--- config.mk ---
export PLATFORM = sky130hd
export DESIGN_NAME = irq_target_arb
export DESIGN_NICKNAME = d
export VERILOG_FILES = /design/src/rtl/irq_arb_pkg.sv /design/src/rtl/irq_arb_cand.sv /design/src/rtl/irq_arb_select.sv /design/src/rtl/irq_arb_out.sv /design/src/rtl/irq_target_arb.sv
export SDC_FILE = /design/constraint.sdc
export NUM_CORES = 1
export LEC_CHECK = 0
export ABC_AREA = 1
export BUFFER_PORTS_ARGS = -buffer_cell sky130_fd_sc_hd__buf_4
export CORE_MARGIN = 2
export CORE_UTILIZATION = 40
export CTS_CLUSTER_SIZE = 28
export DETAILED_ROUTE_END_ITERATION = 10
export GPL_TIMING_DRIVEN = 0
export HOLD_SLACK_MARGIN = 0.02
export PLACE_DENSITY = 0.72
export SYNTH_ARGS = -nofsm -noshare
export SYNTH_HDL_FRONTEND = slang
export SYNTH_HIERARCHICAL = 1
export SYNTH_SLANG_ARGS = --single-unit
--- constraint.sdc ---
create_clock -name clk_i -period 0.8 [get_ports clk_i]
set_clock_uncertainty 0.05 [all_clocks]
set_input_delay 0.12 -clock clk_i [delete_from_list [all_inputs] [get_ports clk_i]]
set_output_delay 0.12 -clock clk_i [all_outputs]
set_load 0.05 [all_outputs]
--- src/rtl/irq_arb_pkg.sv ---
package irq_arb_pkg;

   typedef enum logic {
      ARB_TREE   = 1'b0,
      ARB_LINEAR = 1'b1
   } arb_mode_e;

   function automatic int id_width(input int n_src);
      return $clog2(n_src + 1);
   endfunction

endpackage

--- src/rtl/irq_arb_cand.sv ---
module irq_arb_cand #(
   parameter int N_SRC = 4
) (
   input  logic [N_SRC-1:0] pend_i,
   input  logic [N_SRC-1:0] en_i,
   output logic [N_SRC-1:0] cand_o
);

   for (genvar g = 0; g < N_SRC; g++) begin : g_mask
      assign cand_o[g] = pend_i[g] & en_i[g];
   end

endmodule

--- src/rtl/irq_arb_select.sv ---
module irq_arb_select
   import irq_arb_pkg::*;
#(
   parameter int        N_SRC    = 4,
   parameter int        PRIO_W   = 2,
   parameter arb_mode_e SEL_MODE = ARB_TREE,
   localparam int       IDW      = id_width(N_SRC)
) (
   input  logic                    clk_i,
   input  logic                    rst_ni,
   input  logic [N_SRC-1:0]        cand_i,
   input  logic [N_SRC*PRIO_W-1:0] prio_i,
   output logic                    sel_valid_o,
   output logic [PRIO_W-1:0]       sel_prio_o,
   output logic [IDW-1:0]          sel_id_o
);

   localparam int LVL    = (N_SRC > 1) ? $clog2(N_SRC) : 0;
   localparam int LEAVES = 1 << LVL;
   localparam int NODES  = 2 * LEAVES - 1;
   localparam int IDSPAN = 1 << IDW;

   if (SEL_MODE == ARB_TREE) begin : g_tree
      logic              nv [NODES];
      logic [PRIO_W-1:0] np [NODES];
      logic [IDW-1:0]    ni [NODES];

      for (genvar j = 0; j < LEAVES; j++) begin : g_leaf
         if (j < N_SRC) begin : g_real
            assign nv[LEAVES-1+j] = cand_i[j];
            assign np[LEAVES-1+j] = prio_i[j*PRIO_W +: PRIO_W];
            assign ni[LEAVES-1+j] = IDW'(j + 1);
         end else begin : g_pad
            assign nv[LEAVES-1+j] = 1'b0;
            assign np[LEAVES-1+j] = '0;
            assign ni[LEAVES-1+j] = '0;
         end
      end

      for (genvar k = 0; k < LEAVES - 1; k++) begin : g_node
         logic take_left;
         // the left subtree holds the lower numbers, so it wins ties
         assign take_left = nv[2*k+1] &
                            (~nv[2*k+2] | (np[2*k+1] >= np[2*k+2]));
         assign nv[k] = nv[2*k+1] | nv[2*k+2];
         assign np[k] = take_left ? np[2*k+1] : np[2*k+2];
         assign ni[k] = take_left ? ni[2*k+1] :
                        (nv[2*k+2] ? ni[2*k+2] : '0);
      end

      assign sel_valid_o = nv[0];
      assign sel_prio_o  = nv[0] ? np[0] : '0;
      assign sel_id_o    = nv[0] ? ni[0] : '0;
   end else begin : g_linear
      always_comb begin
         sel_valid_o = 1'b0;
         sel_prio_o  = '0;
         sel_id_o    = '0;
         for (int i = 0; i < N_SRC; i++) begin
            if (cand_i[i] &&
                (!sel_valid_o || (prio_i[i*PRIO_W +: PRIO_W] > sel_prio_o))) begin
               sel_valid_o = 1'b1;
               sel_prio_o  = prio_i[i*PRIO_W +: PRIO_W];
               sel_id_o    = IDW'(i + 1);
            end
         end
      end
   end

   logic [IDSPAN-1:0] cand_by_id;
   assign cand_by_id = IDSPAN'({cand_i, 1'b0});

   // the chosen number always names a true candidate
   a_r1_win_is_cand: assert property (@(posedge clk_i) disable iff (!rst_ni)
      sel_valid_o |-> cand_by_id[sel_id_o]);

   // a winner exists exactly when some candidate exists
   a_r6_valid_any: assert property (@(posedge clk_i) disable iff (!rst_ni)
      sel_valid_o == (|cand_i));

endmodule

--- src/rtl/irq_arb_out.sv ---
module irq_arb_out #(
   parameter int PRIO_W = 2,
   parameter int IDW    = 3
) (
   input  logic              clk_i,
   input  logic              rst_ni,
   input  logic              sel_valid_i,
   input  logic [PRIO_W-1:0] sel_prio_i,
   input  logic [IDW-1:0]    sel_id_i,
   input  logic [PRIO_W-1:0] thr_i,
   output logic              irq_o,
   output logic [IDW-1:0]    irq_id_o
);

   logic above;
   assign above = sel_valid_i & (sel_prio_i > thr_i);

   always_ff @(posedge clk_i or negedge rst_ni) begin
      if (!rst_ni) begin
         irq_o    <= 1'b0;
         irq_id_o <= '0;
      end else begin
         irq_o    <= above;
         irq_id_o <= sel_valid_i ? sel_id_i : '0;
      end
   end

   a_r2_raise: assert property (@(posedge clk_i) disable iff (!rst_ni)
      (sel_valid_i && (sel_prio_i > thr_i)) |=> irq_o);

   a_r3_irq_has_id: assert property (@(posedge clk_i) disable iff (!rst_ni)
      irq_o |-> (irq_id_o != '0));

   a_r4_id_follows: assert property (@(posedge clk_i) disable iff (!rst_ni)
      sel_valid_i |=> (irq_id_o == $past(sel_id_i)));

   a_r6_idle: assert property (@(posedge clk_i) disable iff (!rst_ni)
      !sel_valid_i |=> (!irq_o && irq_id_o == '0));

   a_r7_zero_prio: assert property (@(posedge clk_i) disable iff (!rst_ni)
      (sel_valid_i && sel_prio_i == '0) |=> !irq_o);

endmodule

--- src/rtl/irq_target_arb.sv ---
module irq_target_arb
   import irq_arb_pkg::*;
#(
   parameter int        N_SRC    = 4,
   parameter int        PRIO_W   = 2,
   parameter arb_mode_e SEL_MODE = ARB_TREE,
   localparam int       IDW      = id_width(N_SRC)
) (
   input  logic                    clk_i,
   input  logic                    rst_ni,
   input  logic [N_SRC-1:0]        pend_i,
   input  logic [N_SRC-1:0]        en_i,
   input  logic [N_SRC*PRIO_W-1:0] prio_i,
   input  logic [PRIO_W-1:0]       thr_i,
   output logic                    irq_o,
   output logic [IDW-1:0]          irq_id_o
);

   if (N_SRC < 1) begin : g_bad_src
      $error("irq_target_arb: N_SRC must be at least 1");
   end
   if (PRIO_W < 1 || PRIO_W > 16) begin : g_bad_prio
      $error("irq_target_arb: PRIO_W must lie in 1..16");
   end

   logic [N_SRC-1:0]  cand;
   logic              sel_valid;
   logic [PRIO_W-1:0] sel_prio;
   logic [IDW-1:0]    sel_id;

   irq_arb_cand #(.N_SRC(N_SRC)) u_cand (
      .pend_i (pend_i),
      .en_i   (en_i),
      .cand_o (cand)
   );

   irq_arb_select #(.N_SRC(N_SRC), .PRIO_W(PRIO_W), .SEL_MODE(SEL_MODE)) u_sel (
      .clk_i       (clk_i),
      .rst_ni      (rst_ni),
      .cand_i      (cand),
      .prio_i      (prio_i),
      .sel_valid_o (sel_valid),
      .sel_prio_o  (sel_prio),
      .sel_id_o    (sel_id)
   );

   irq_arb_out #(.PRIO_W(PRIO_W), .IDW(IDW)) u_out (
      .clk_i       (clk_i),
      .rst_ni      (rst_ni),
      .sel_valid_i (sel_valid),
      .sel_prio_i  (sel_prio),
      .sel_id_i    (sel_id),
      .thr_i       (thr_i),
      .irq_o       (irq_o),
      .irq_id_o    (irq_id_o)
   );

   // the outputs are held at zero while reset is active
   a_r8_reset_quiet: assert property (@(posedge clk_i)
      !rst_ni |-> (!irq_o && irq_id_o == '0));

endmodule

==> run summary <==
=====================================================================================================
Number of nets still failing antenna checks after routing                                           0
Maximum level of the CTS H-tree                                                                     1
Max-slew violation count                                                                            0
Number of CTS-inserted buffers                                                                      3
Async SR Flop Fraction                                                                          1.000
Sequential share of power                                                                       0.162
TritonCTS clock tree                                                                            built
Power dissipated by switching net loads                                                     0.6391 mW
Via count normalized by instance count                                                          5.556
Clock sinks                                                                                         4
Number of enable flip-flop cells after synthesis                                                    0
Critical path's most frequent cell                                                       sky130_fd_sc_hd__nand2_2
Dominant cell by count in the synthesized netlist                                        sky130_fd_sc_hd__nand2_1
Proportion of total power due to net switching                                                 0.4271
Synth Area in Compound Gates                                                                  0.03704
Final setup violation count                                                                         8
Number of nets in the synthesized netlist                                                         126
Share of the clock period used by the worst path after layout                                   2.781
Max Cap Viol                                                                                        0
Yosys reg bits                                                                                      4
Shortest clock period the worst path allows after layout                                     2.225 ns
Number of ports placed on the die boundary                                                         24
Kind of end point of the critical path                                                      flip-flop
Port buffer count                                                                                  23
Top cells by area in the synthesized netlist                                             sky130_fd_sc_hd__nand2_1 21%, sky130_fd_sc_hd__inv_1 18%, sky130_fd_sc_hd__dfrtp_1 17%, sky130_fd_sc_hd__ha_1 17%, sky130_fd_sc_hd__nand3_1 7.8%
Average size of a mapped cell                                                               5.860 µm²
Routed wire length                                                                            2975 µm
Die area                                                                                     1755 µm²
Combinational share of power                                                                    0.668
DRC Markers                                                                                         0
Count of unique library cells instantiated by Yosys                                                14
Fin Setup TNS                                                                               -5.466 ns
Nature of the critical path startpoint                                                      input pin
VDD IR-drop max                                                                           0.0006746 V
Effective utilization at floorplan                                                             0.4359
Synthesized-area fraction occupied by xor and xnor cells                                            0
Overall Global Routing Usage                                                                   0.2657
Worst hold path type                                                                     input pin to asynchronous set/reset pin
Dominant synthesized flop cell                                                           sky130_fd_sc_hd__dfrtp_1
Status                                                                                   finished, violations left
Antenna violations before repair                                                                    0
Type of the worst setup path                                                             input pin to flip-flop
Data required time at the worst endpoint                                                      0.88 ns
RSZ-0062 raised after global routing                                                              yes
Setup slack at placement                                                                    -1.712 ns
Biggest cell delay along the critical path                                                    0.27 ns
Failing checks                                                                           setup timing
Portion of netlist area occupied by mux cells                                                       0
Clock Power Share                                                                               0.170
Leading area contributor after synthesis                                                 sky130_fd_sc_hd__nand2_1
Relative area change from synthesis to final layout                                            117.2%
Detailed Routing Iterations Pass 1                                                                  4
Highest achievable clock rate                                                               449.5 MHz
Max-Slew Margin vs Limit                                                                       0.8355
Post-synthesis share of cell area spent on full adders, half adders and majority gates         0.1743
Post-synthesis share of cell area spent on and, or, nand and nor gates                         0.4183
Weighted congestion at the end of routability-driven global placement                          0.7770
Number of antenna cells inserted                                                                    0
Worst-case clock buffer depth                                                                       2
Pin slew with the least headroom to its limit                                               0.2464 ns
Number of warning messages in the yosys log                                                         6
Final hold viol count                                                                               0
Cell area power density                                                                   1200 nW/µm²
Total Nets Final                                                                                  175
Maximum net fanout on the critical path                                                             3
Synthesized netlist cell count                                                                     98
Int Power                                                                                   0.8573 mW
Maximum number of pins on one net before global-route repair                                        5
Seq/Total Area, Yosys                                                                          0.1743
Static leakage power                                                                        0.6865 nW
DP HPWL                                                                                       1045 µm
Via Count                                                                                         889
Critical Path, Cell by Cell                                                              buf_8 -> inv_8 -> ha_4 -> inv_2 -> nand2_2 -> nand2_2 -> nand2_4 -> nand2_4 -> nand2_2 -> and2_4 -> ha_4 -> inv_2 -> nand2_1 -> nand2_1 -> nand2_2 -> nand2_4 -> inv_4 -> nand3_2 -> nand2_2 -> inv_2 -> ha_4 -> nand2_2 -> nand2_2 -> a21oi_2
Count of standard-cell rows                                                                        13
Die outline width                                                                            41.89 µm
Ratio of cells with drive above 1 in the final layout                                          0.7034
Wire length of the first global-routing pass                                                  3525 µm
Combinational family with the most area after synthesis                                  simple AND/OR/NAND/NOR gates
Root buffer selected by CTS                                                              sky130_fd_sc_hd__clkbuf_4
Number of filler instances in the final layout                                                     39
Final Worst Setup Slack                                                                     -1.425 ns
Core ar.                                                                                     1318 µm²
Final global-route overflow total                                                                   0
Overall die height                                                                           41.89 µm
Per-cell routed wire length                                                                  18.59 µm
Iter 0 DRT Violations                                                                              35
Critical path data arrival time                                                               2.30 ns
Vias in the first global route                                                                    867
Leading cell types by count after synthesis                                              32 x sky130_fd_sc_hd__nand2_1, 28 x sky130_fd_sc_hd__inv_1, 9 x sky130_fd_sc_hd__nand3_1
Slowest cell on the critical path                                                        sky130_fd_sc_hd__ha_4
Fraction of synthesized cell area taken by the top area cell type                              0.2092
Register clock-pin slew on the reported worst setup and hold paths                            0.04 ns
Mapped cell area                                                                            574.3 µm²
=====================================================================================================
==> registers in the layout (all words and copies together) (netlist names) <==
register,flops
u_out/irq_o,1
u_out/irq_id_o,3
==> power groups by stage <==
| stage | clock network [mW] | logic, mW | registers [mW] |
|---|---|---|---|
| finish | 0.254 | 0.999 | 0.243 |
| global placement | 0 | 0.563 | 0.238 |
| global route | 0.254 | 1.05 | 0.244 |
| CTS | 0.255 | 0.779 | 0.242 |
| floorplan | 0 | 0.300 | 0.333 |
| detailed placement | 0 | 0.577 | 0.239 |
==> critical path, delay by kind of cell <==
kind                       cells  cell delay, ns
and+or+nand+nor               14            1.08
AOI/OAI and AO/OA              1            0.04
buffers and inverters          6            0.34
adders and majority gates      3            0.71
==> final cells by class <==
type / instances / area, µm² / share of cell area
Clock buffer: 3 / 22.52 / 0.01805
Inverter: 30 / 135.1 / 0.1083
Multi-Input combinational cell: 64 / 570.5 / 0.4574
Sequential cell: 4 / 100.1 / 0.08024
Tap cell: 15 / 18.77 / 0.01505
Timing Repair Buffer: 44 / 400.4 / 0.3210
==> cell usage in the layout (no fill, tap or decap), drive strengths merged, types with 2 or more instances in the layout <==
| cell | n |
|---|---|
| nand2 | 36 |
| dfrtp | 4 |
| nor2 | 6 |
| inv | 30 |
| clkbuf | 3 |
| ha | 8 |
| a21oi | 2 |
| buf | 43 |
| nand3 | 9 |
| and2 | 2 |
==> cell families (layout without fill, tap and decap cells) <==
logic type	after synthesis	in the layout
simple gates	53	53
compound gates	3	3
buf+inv	30	77
fa+ha+maj	8	8
flops	4	4
==> worst max-delay path by stage <==
stage              start          end  slack, ns
2_1_floorplan  prio_i[2]  u_out/irq_o      -1.35
3_3_place_gp   prio_i[0]  u_out/irq_o      -1.67
3_5_place_dp   prio_i[0]  u_out/irq_o      -1.71
4_1_cts        prio_i[4]  u_out/irq_o      -1.25
5_1_grt          en_i[3]  u_out/irq_o      -1.51
6_report       prio_i[4]  u_out/irq_o      -1.42
==> per-layer routing <==
metal	vias up	routed length, µm	track usage
met5	-	0	0
met4	0	214	0.1613
met3	21	233	0.02174
met2	72	1584	0.5250
met1	416	943	0.2585
li1	380	-	-
==> per-stage QoR <==
step           cell area [µm²]  power, mW    util  hold WS (ns)  cells
6_report                  1247      1.496  0.9468        0.1888    160
2_1_floorplan            650.6     0.6324       -       -0.2256     98
5_1_grt                   1247      1.544  0.9468        0.2041    160
3_5_place_dp             842.1     0.8158  0.6391       -0.1335    136
3_3_place_gp             842.1     0.8013  0.6391       -0.1346    136
4_1_cts                   1159      1.275  0.8794        0.1658    161
==> what timing repair did <==
item,in CTS,in global routing
endpoints found under the hold margin,4,0
hold buffers,1,0
buffers inserted,30,3
resized for setup,32,28
pin swaps,19,23
setup endpoints to repair,8,8
Note: power is estimated with default switching activity, not from simulation.
